===== src/rtl/i2c_init_pkg.sv =====
package i2c_init_pkg;

  typedef enum logic [1:0] {
    OP_NONE  = 2'd0,
    OP_START = 2'd1,
    OP_WRITE = 2'd2,
    OP_STOP  = 2'd3
  } op_e;

  typedef enum logic [2:0] {
    S_IDLE,
    S_START,
    S_BYTE,
    S_ACK,
    S_STOP
  } state_e;

  // Decoder setup values for the low register window, by offset
  function automatic logic [7:0] low_window(input int unsigned idx);
    case (idx)
      0:  return 8'h4C;  1:  return 8'h3C;  2:  return 8'h0D;  3:  return 8'hEF;
      4:  return 8'hBD;  5:  return 8'hF0;  6:  return 8'h00;  7:  return 8'h00;
      8:  return 8'hF8;  9:  return 8'hF8;  10: return 8'h60;  11: return 8'h50;
      12: return 8'h00;  13: return 8'h86;  14: return 8'h18;  15: return 8'h90;
      16: return 8'h00;  17: return 8'h2C;  18: return 8'h7F;  19: return 8'h5E;
      20: return 8'h42;  21: return 8'h1A;  22: return 8'hFF;  23: return 8'hDA;
      24: return 8'hF0;  25: return 8'h9B;
      default: return 8'h00;
    endcase
  endfunction

  // Decoder setup values for the high register window, by offset
  function automatic logic [7:0] high_window(input int unsigned idx);
    case (idx)
      0:  return 8'h7C;  1:  return 8'h03;  2:  return 8'hD2;  3:  return 8'h41;
      4:  return 8'h80;  5:  return 8'h41;  6:  return 8'h80;  7:  return 8'h4F;
      8:  return 8'hFE;  9:  return 8'h01;  10: return 8'hCF;  11: return 8'h0F;
      12: return 8'h83;  13: return 8'h01;  14: return 8'h81;  15: return 8'h03;
      16: return 8'h60;  17: return 8'h71;  18: return 8'h02;  19: return 8'h8C;
      20: return 8'h03;
      default: return 8'h00;
    endcase
  endfunction

  // Position in a burst: 0 = device address, 1 = sub-address, 2.. = data
  function automatic logic [7:0] burst_byte(input logic [7:0] dev, input logic [7:0] sub,
                                            input logic [7:0] payload, input int unsigned pos);
    if (pos == 0) return dev;
    if (pos == 1) return sub;
    return payload;
  endfunction

  // Index of the last position of a burst carrying n data bytes
  function automatic int unsigned last_pos(input int unsigned n);
    return n + 1;
  endfunction

endpackage


===== src/rtl/init_rom.sv =====
module init_rom
  import i2c_init_pkg::*;
#(
  parameter logic [7:0] DEV_ADDR = 8'h9C,
  parameter logic [7:0] SUB_LO   = 8'h00,
  parameter logic [7:0] SUB_HI   = 8'h20,
  parameter int         PW       = 5
) (
  input  logic          burst_sel,
  input  logic [PW-1:0] pos,
  output logic [7:0]    byte_out
);

  localparam int NB = 2;

  logic [7:0] cand [NB];

  for (genvar g = 0; g < NB; g++) begin : g_burst
    logic [7:0] payload;
    always_comb begin
      if (g == 0) payload = low_window(int'(pos) - 2);
      else        payload = high_window(int'(pos) - 2);
      cand[g] = burst_byte(DEV_ADDR, (g == 0) ? SUB_LO : SUB_HI, payload, int'(pos));
    end
  end

  assign byte_out = cand[burst_sel];

endmodule


===== src/rtl/init_cursor.sv =====
module init_cursor
  import i2c_init_pkg::*;
#(
  parameter int LEN_LO = 26,
  parameter int LEN_HI = 21,
  parameter int PW     = 5
) (
  input  logic          clk,
  input  logic          rst_n,
  input  logic          clear,
  input  logic          step,
  input  logic          next_burst,
  output logic          burst_sel,
  output logic [PW-1:0] pos,
  output logic          at_last_pos,
  output logic          in_last_burst
);

  localparam logic [PW-1:0] END_LO = PW'(last_pos(LEN_LO));
  localparam logic [PW-1:0] END_HI = PW'(last_pos(LEN_HI));

  always_ff @(posedge clk or negedge rst_n) begin
    if (!rst_n) begin
      burst_sel <= 1'b0;
      pos       <= '0;
    end else if (clear) begin
      burst_sel <= 1'b0;
      pos       <= '0;
    end else if (next_burst) begin
      burst_sel <= 1'b1;
      pos       <= '0;
    end else if (step) begin
      pos <= pos + 1'b1;
    end
  end

  assign at_last_pos   = (pos == (burst_sel ? END_HI : END_LO));
  assign in_last_burst = burst_sel;

endmodule


===== src/rtl/init_fsm.sv =====
module init_fsm
  import i2c_init_pkg::*;
(
  input  logic       clk,
  input  logic       rst_n,
  input  logic       start,
  input  logic       cmd_ready,
  input  logic       rsp_valid,
  input  logic       rsp_nack,
  input  logic       at_last_pos,
  input  logic       in_last_burst,
  output logic       cmd_valid,
  output logic [1:0] cmd_op,
  output logic       clear,
  output logic       step,
  output logic       next_burst,
  output logic       busy,
  output logic       done,
  output logic       error
);

  state_e state;
  logic   abort;
  logic   fire;
  logic   finish;

  assign fire   = cmd_valid && cmd_ready;
  assign finish = (state == S_STOP) && fire && (abort || in_last_burst);

  always_comb begin
    cmd_valid = 1'b0;
    cmd_op    = OP_NONE;
    case (state)
      S_START: begin cmd_valid = 1'b1; cmd_op = OP_START; end
      S_BYTE:  begin cmd_valid = 1'b1; cmd_op = OP_WRITE; end
      S_STOP:  begin cmd_valid = 1'b1; cmd_op = OP_STOP;  end
      default: ;
    endcase
  end

  assign clear      = (state == S_IDLE) && start;
  assign step       = (state == S_ACK) && rsp_valid && !rsp_nack && !at_last_pos;
  assign next_burst = (state == S_STOP) && fire && !abort && !in_last_burst;
  assign busy       = (state != S_IDLE);

  always_ff @(posedge clk or negedge rst_n) begin
    if (!rst_n) begin
      state <= S_IDLE;
      abort <= 1'b0;
      done  <= 1'b0;
      error <= 1'b0;
    end else begin
      case (state)
        S_IDLE: if (start) begin
          state <= S_START;
          abort <= 1'b0;
          done  <= 1'b0;
          error <= 1'b0;
        end
        S_START: if (fire) state <= S_BYTE;
        S_BYTE:  if (fire) state <= S_ACK;
        S_ACK: if (rsp_valid) begin
          if (rsp_nack) begin
            abort <= 1'b1;
            state <= S_STOP;
          end else if (at_last_pos) begin
            state <= S_STOP;
          end else begin
            state <= S_BYTE;
          end
        end
        S_STOP: if (fire) begin
          if (finish) begin
            state <= S_IDLE;
            done  <= 1'b1;
            error <= abort;
          end else begin
            state <= S_START;
          end
        end
        default: state <= S_IDLE;
      endcase
    end
  end

endmodule


===== src/rtl/i2c_init_seq.sv =====
module i2c_init_seq
  import i2c_init_pkg::*;
#(
  parameter logic [7:0] DEV_ADDR = 8'h9C,
  parameter logic [7:0] SUB_LO   = 8'h00,
  parameter logic [7:0] SUB_HI   = 8'h20,
  parameter int         LEN_LO   = 26,
  parameter int         LEN_HI   = 21
) (
  input  logic       clk,
  input  logic       rst_n,
  input  logic       start,
  output logic       busy,
  output logic       done,
  output logic       error,
  output logic       cmd_valid,
  input  logic       cmd_ready,
  output logic [1:0] cmd_op,
  output logic [7:0] cmd_data,
  input  logic       rsp_valid,
  input  logic       rsp_nack
);

  localparam int MAXLEN = (LEN_LO > LEN_HI) ? LEN_LO : LEN_HI;
  localparam int PW     = $clog2(MAXLEN + 2);

  logic          clear, step, next_burst;
  logic          burst_sel, at_last_pos, in_last_burst;
  logic [PW-1:0] pos;
  logic [7:0]    rom_byte;

  // Named events for the checker
  logic cmd_fire, rsp_fire;
  assign cmd_fire = cmd_valid && cmd_ready;
  assign rsp_fire = rsp_valid;

  init_cursor #(.LEN_LO(LEN_LO), .LEN_HI(LEN_HI), .PW(PW)) u_cursor (
    .clk(clk), .rst_n(rst_n), .clear(clear), .step(step), .next_burst(next_burst),
    .burst_sel(burst_sel), .pos(pos), .at_last_pos(at_last_pos), .in_last_burst(in_last_burst)
  );

  init_rom #(.DEV_ADDR(DEV_ADDR), .SUB_LO(SUB_LO), .SUB_HI(SUB_HI), .PW(PW)) u_rom (
    .burst_sel(burst_sel), .pos(pos), .byte_out(rom_byte)
  );

  init_fsm u_fsm (
    .clk(clk), .rst_n(rst_n), .start(start), .cmd_ready(cmd_ready),
    .rsp_valid(rsp_valid), .rsp_nack(rsp_nack), .at_last_pos(at_last_pos),
    .in_last_burst(in_last_burst), .cmd_valid(cmd_valid), .cmd_op(cmd_op),
    .clear(clear), .step(step), .next_burst(next_burst),
    .busy(busy), .done(done), .error(error)
  );

  assign cmd_data = (cmd_op == OP_WRITE) ? rom_byte : 8'h00;

endmodule


===== config.mk =====
export PLATFORM = sky130hd
export DESIGN_NAME = i2c_init_seq
export DESIGN_NICKNAME = d
export VERILOG_FILES = /design/src/rtl/i2c_init_pkg.sv /design/src/rtl/init_rom.sv /design/src/rtl/init_cursor.sv /design/src/rtl/init_fsm.sv /design/src/rtl/i2c_init_seq.sv
export SDC_FILE = /design/constraint.sdc
export NUM_CORES = 1
export LEC_CHECK = 0
export BUFFER_PORTS_ARGS = -buffer_cell sky130_fd_sc_hd__buf_2
export CORE_UTILIZATION = 47
export CTS_BUF_LIST = sky130_fd_sc_hd__clkbuf_16
export DETAILED_ROUTE_END_ITERATION = 8
export GPL_TIMING_DRIVEN = 0
export MAX_ROUTING_LAYER = met4
export PLACE_DENSITY = 0.66
export SLEW_MARGIN = 10
export SYNTH_ARGS = -nofsm -noshare
export SYNTH_HDL_FRONTEND = slang
export SYNTH_SLANG_ARGS = --single-unit
export TNS_END_PERCENT = 5

===== constraint.sdc =====
create_clock -name clk -period 7.55 [get_ports clk]
set_clock_uncertainty 0.15 [all_clocks]
set_input_delay 1.51 -clock clk [delete_from_list [all_inputs] [get_ports clk]]
set_output_delay 1.51 -clock clk [all_outputs]
set_load 0.02 [all_outputs]

==> run metrics <==
placeable core area 3442 sq um; drt total wl 4779 um; Worst Path Arrival 3.33 ns; die footprint 3970 sq um; die width 63.01 um; HPWL Detailed 3575 um; Yosys top cell by area dfrtp_1; Overflow after GRT 0; Post-DRT Antenna Nets 0; worst flop-to-flop path startpoint u_cursor.pos[0]; Overall Global Routing Usage 26.14%; outcome complete, no violations; worst-margin pin slew 0.6854 ns; PwrDens 321.3 nW/um^2; total CTS buffers 3; slowest CP cell dfrtp_1; WP depth 10; total power 0.6364 mW; worst reg2reg path depth 6; ys async rst share 100.0%; FF+latch count, synth 12; # DRC 0; vias in the first global route 1587; Placed Instances 297; Max-slew headroom 53.82%; WL per Instance 15.88 um; routed length on met2 2049 um; clk sinks 12; fin util 57.54%; Initial Util 50.82%; RSZ-0062 raised after global routing no; Area Growth Syn to Fin 13.23%; worst setup path start u_cursor.pos[1]; sequence of cells on the critical path buf_2, inv_1, ha_1, clkbuf_1, clkbuf_1, clkbuf_1, o21ai_0, a311oi_1, o22ai_1, buf_2; cts repair resizes 0; commonest cells in the synthesized netlist nor2_1, nand2_1, o21ai_0; Synth area leaders dfrtp_1, ha_1, mux2i_1; hold wc startpoint u_fsm.done; cell area after synthesis 1749 sq um; TritonCTS clock tree yes; worst hold path depth 1; Worst-path clk slew 0.04 ns; Pins Over Slew Limit 0; ys flop type dfrtp_1; initial antenna violation count 0; Largest stage delay, worst path 0.48 ns; Placer Congestion 0.9130; Post-Syn Nets 250; Via density 5.990; top-area cell type share of the netlist area 17.17%; WP buf/inv 6; MaxCap Viol Count 0; top-count cell post-synth nor2_1; layout cell share with drive strength beyond 1 16.08%; Max Fclk 0.2004 GHz; drt initial violations 191; Yosys warning count 0; Tmin final 4.991 ns; Finished Cell Area 1981 sq um; Critical Path RT 5.89 ns; first-pass GRT wire length 7955 um; CP top delay family buffers and inverters; period utilization 66.10%; cell area after placement 1902 sq um; final cell count without fillers 301; Post-CTS Setup Bufs 0; H-tree levels 1; CTS root buf clkbuf_16; largest net degree at the start of global routing 13; total negative slack 0 ns; number of setup violations in the final report 0; Distinct cells, synth 60; cells after synthesis 232; final hold violations 0; CP Launch Type flop; Clk Latency, worst-skew pair 0.24 ns; metal3 WL 404 um; Clock Path Buffers 2; Crit Path Class flop to output port; critical path fanouts, max 10; Std-Cell Rows 21; routed vias 1803; number of synthesized flops with an enable pin 0; 1st-pass router iterations 5; VDD IR max 193.2 uV; HP Class flop to flop; post-synthesis sequential area ratio 17.17%; leakage power 0.8503 nW; met1 WL 2272 um; Hold-fix buffers, CTS 0; die height 63.01 um; top layer reached by signal wires met4; fin nets 274; Ports 20; critical path's most frequent cell clkbuf_1; Mean Syn Cell Area 7.540 sq um; antenna diode count 0; CP endpoint kind output port; Port-buffer cells 19
-- layout by cell type (no fill, tap or decap), types with 2 or more instances in the layout --
| master | n |
|---|---|
| clkbuf_1 | 10 |
| clkinv_1 | 2 |
| clkbuf_16 | 3 |
| nand4bb_1 | 2 |
| a32oi_1 | 2 |
| xnor2_1 | 8 |
| nor2_1 | 24 |
| nand2b_1 | 6 |
| nand3_1 | 5 |
| o211a_1 | 2 |
| nor4_1 | 2 |
| o22ai_1 | 2 |
| inv_1 | 7 |
| o221ai_1 | 2 |
| a311oi_1 | 3 |
| nand2_1 | 21 |
| a31oi_1 | 4 |
| ha_1 | 12 |
| mux2i_1 | 12 |
| dfrtp_1 | 12 |
| a211oi_1 | 5 |
| o21ai_0 | 17 |
| a21o_1 | 2 |
| or3_1 | 3 |
| o211ai_1 | 3 |
| nor2b_1 | 3 |
| o21a_1 | 2 |
| nor3_1 | 5 |
| buf_2 | 27 |
| mux2_2 | 2 |
| a21oi_1 | 14 |
| nand3b_1 | 2 |
-- report_power, final --
| part | switching (mW) | internal [mW] |
|---|---|---|
| clock network | 0.0263 | 0.0696 |
| logic | 0.280 | 0.163 |
| registers | 0.0188 | 0.0783 |
-- sequential cells by signal, summed over array words and instances, names as in the netlist --
name	flops
u_fsm.abort	1
u_fsm.done	1
u_fsm.error	1
u_cursor.pos	5
u_fsm.state	3
u_cursor.burst_sel	1
-- cell type report --
class,count,area (sq um)
inverter,8,30.03
buffer,21,101.3
clock inverter,1,3.754
sequential,12,300.3
clock buffer,3,75.07
fill,331,1461
timing repair buffer,19,95.09
tap,46,57.56
multi-input combinational,191,1318
-- path summary, 6_finish.rpt --
kind / endpoint / slack [ns]
min: u_fsm.done / 0.32
min reg2reg: u_fsm.done / 0.32
min in group asynchronous: u_fsm.state[1] / 0.99
max: cmd_data[7] / 2.56
max reg2reg: u_cursor.pos[4] / 5.41
max in group asynchronous: u_cursor.pos[0] / 6.04
-- cell families (layout without fill, tap and decap cells) --
family                     count (synthesis)  after routing  synth area share, %
buffers and inverters                     29             52                7.511
and+or+nand+nor                           82             82                23.82
DFF                                       12             12                17.17
muxes                                     14             14                8.155
adders and majority gates                 12             12                8.583
xor gates and xnor gates                  11             11                6.367
AOI/OAI and AO/OA                         72             72                28.40
-- per-stage QoR --
| step | setup WS (ns) | hold slack, ns |
|---|---|---|
| finish | 2.559 | 0.3195 |
| floorplan | 3.329 | 0.3205 |
| detailed placement | 2.876 | 0.3124 |
| CTS | 2.608 | 0.3219 |
| global placement | 2.834 | 0.3063 |
| global route | 2.370 | 0.3316 |
-- metal layers --
metal	global-route usage [%]	vias to the layer above
met5	-	-
met1	37.96	824
li1	-	895
met4	6.105	0
met3	6.022	6
met2	36.02	78
No activity file was read; power rests on OpenSTA's default activity.
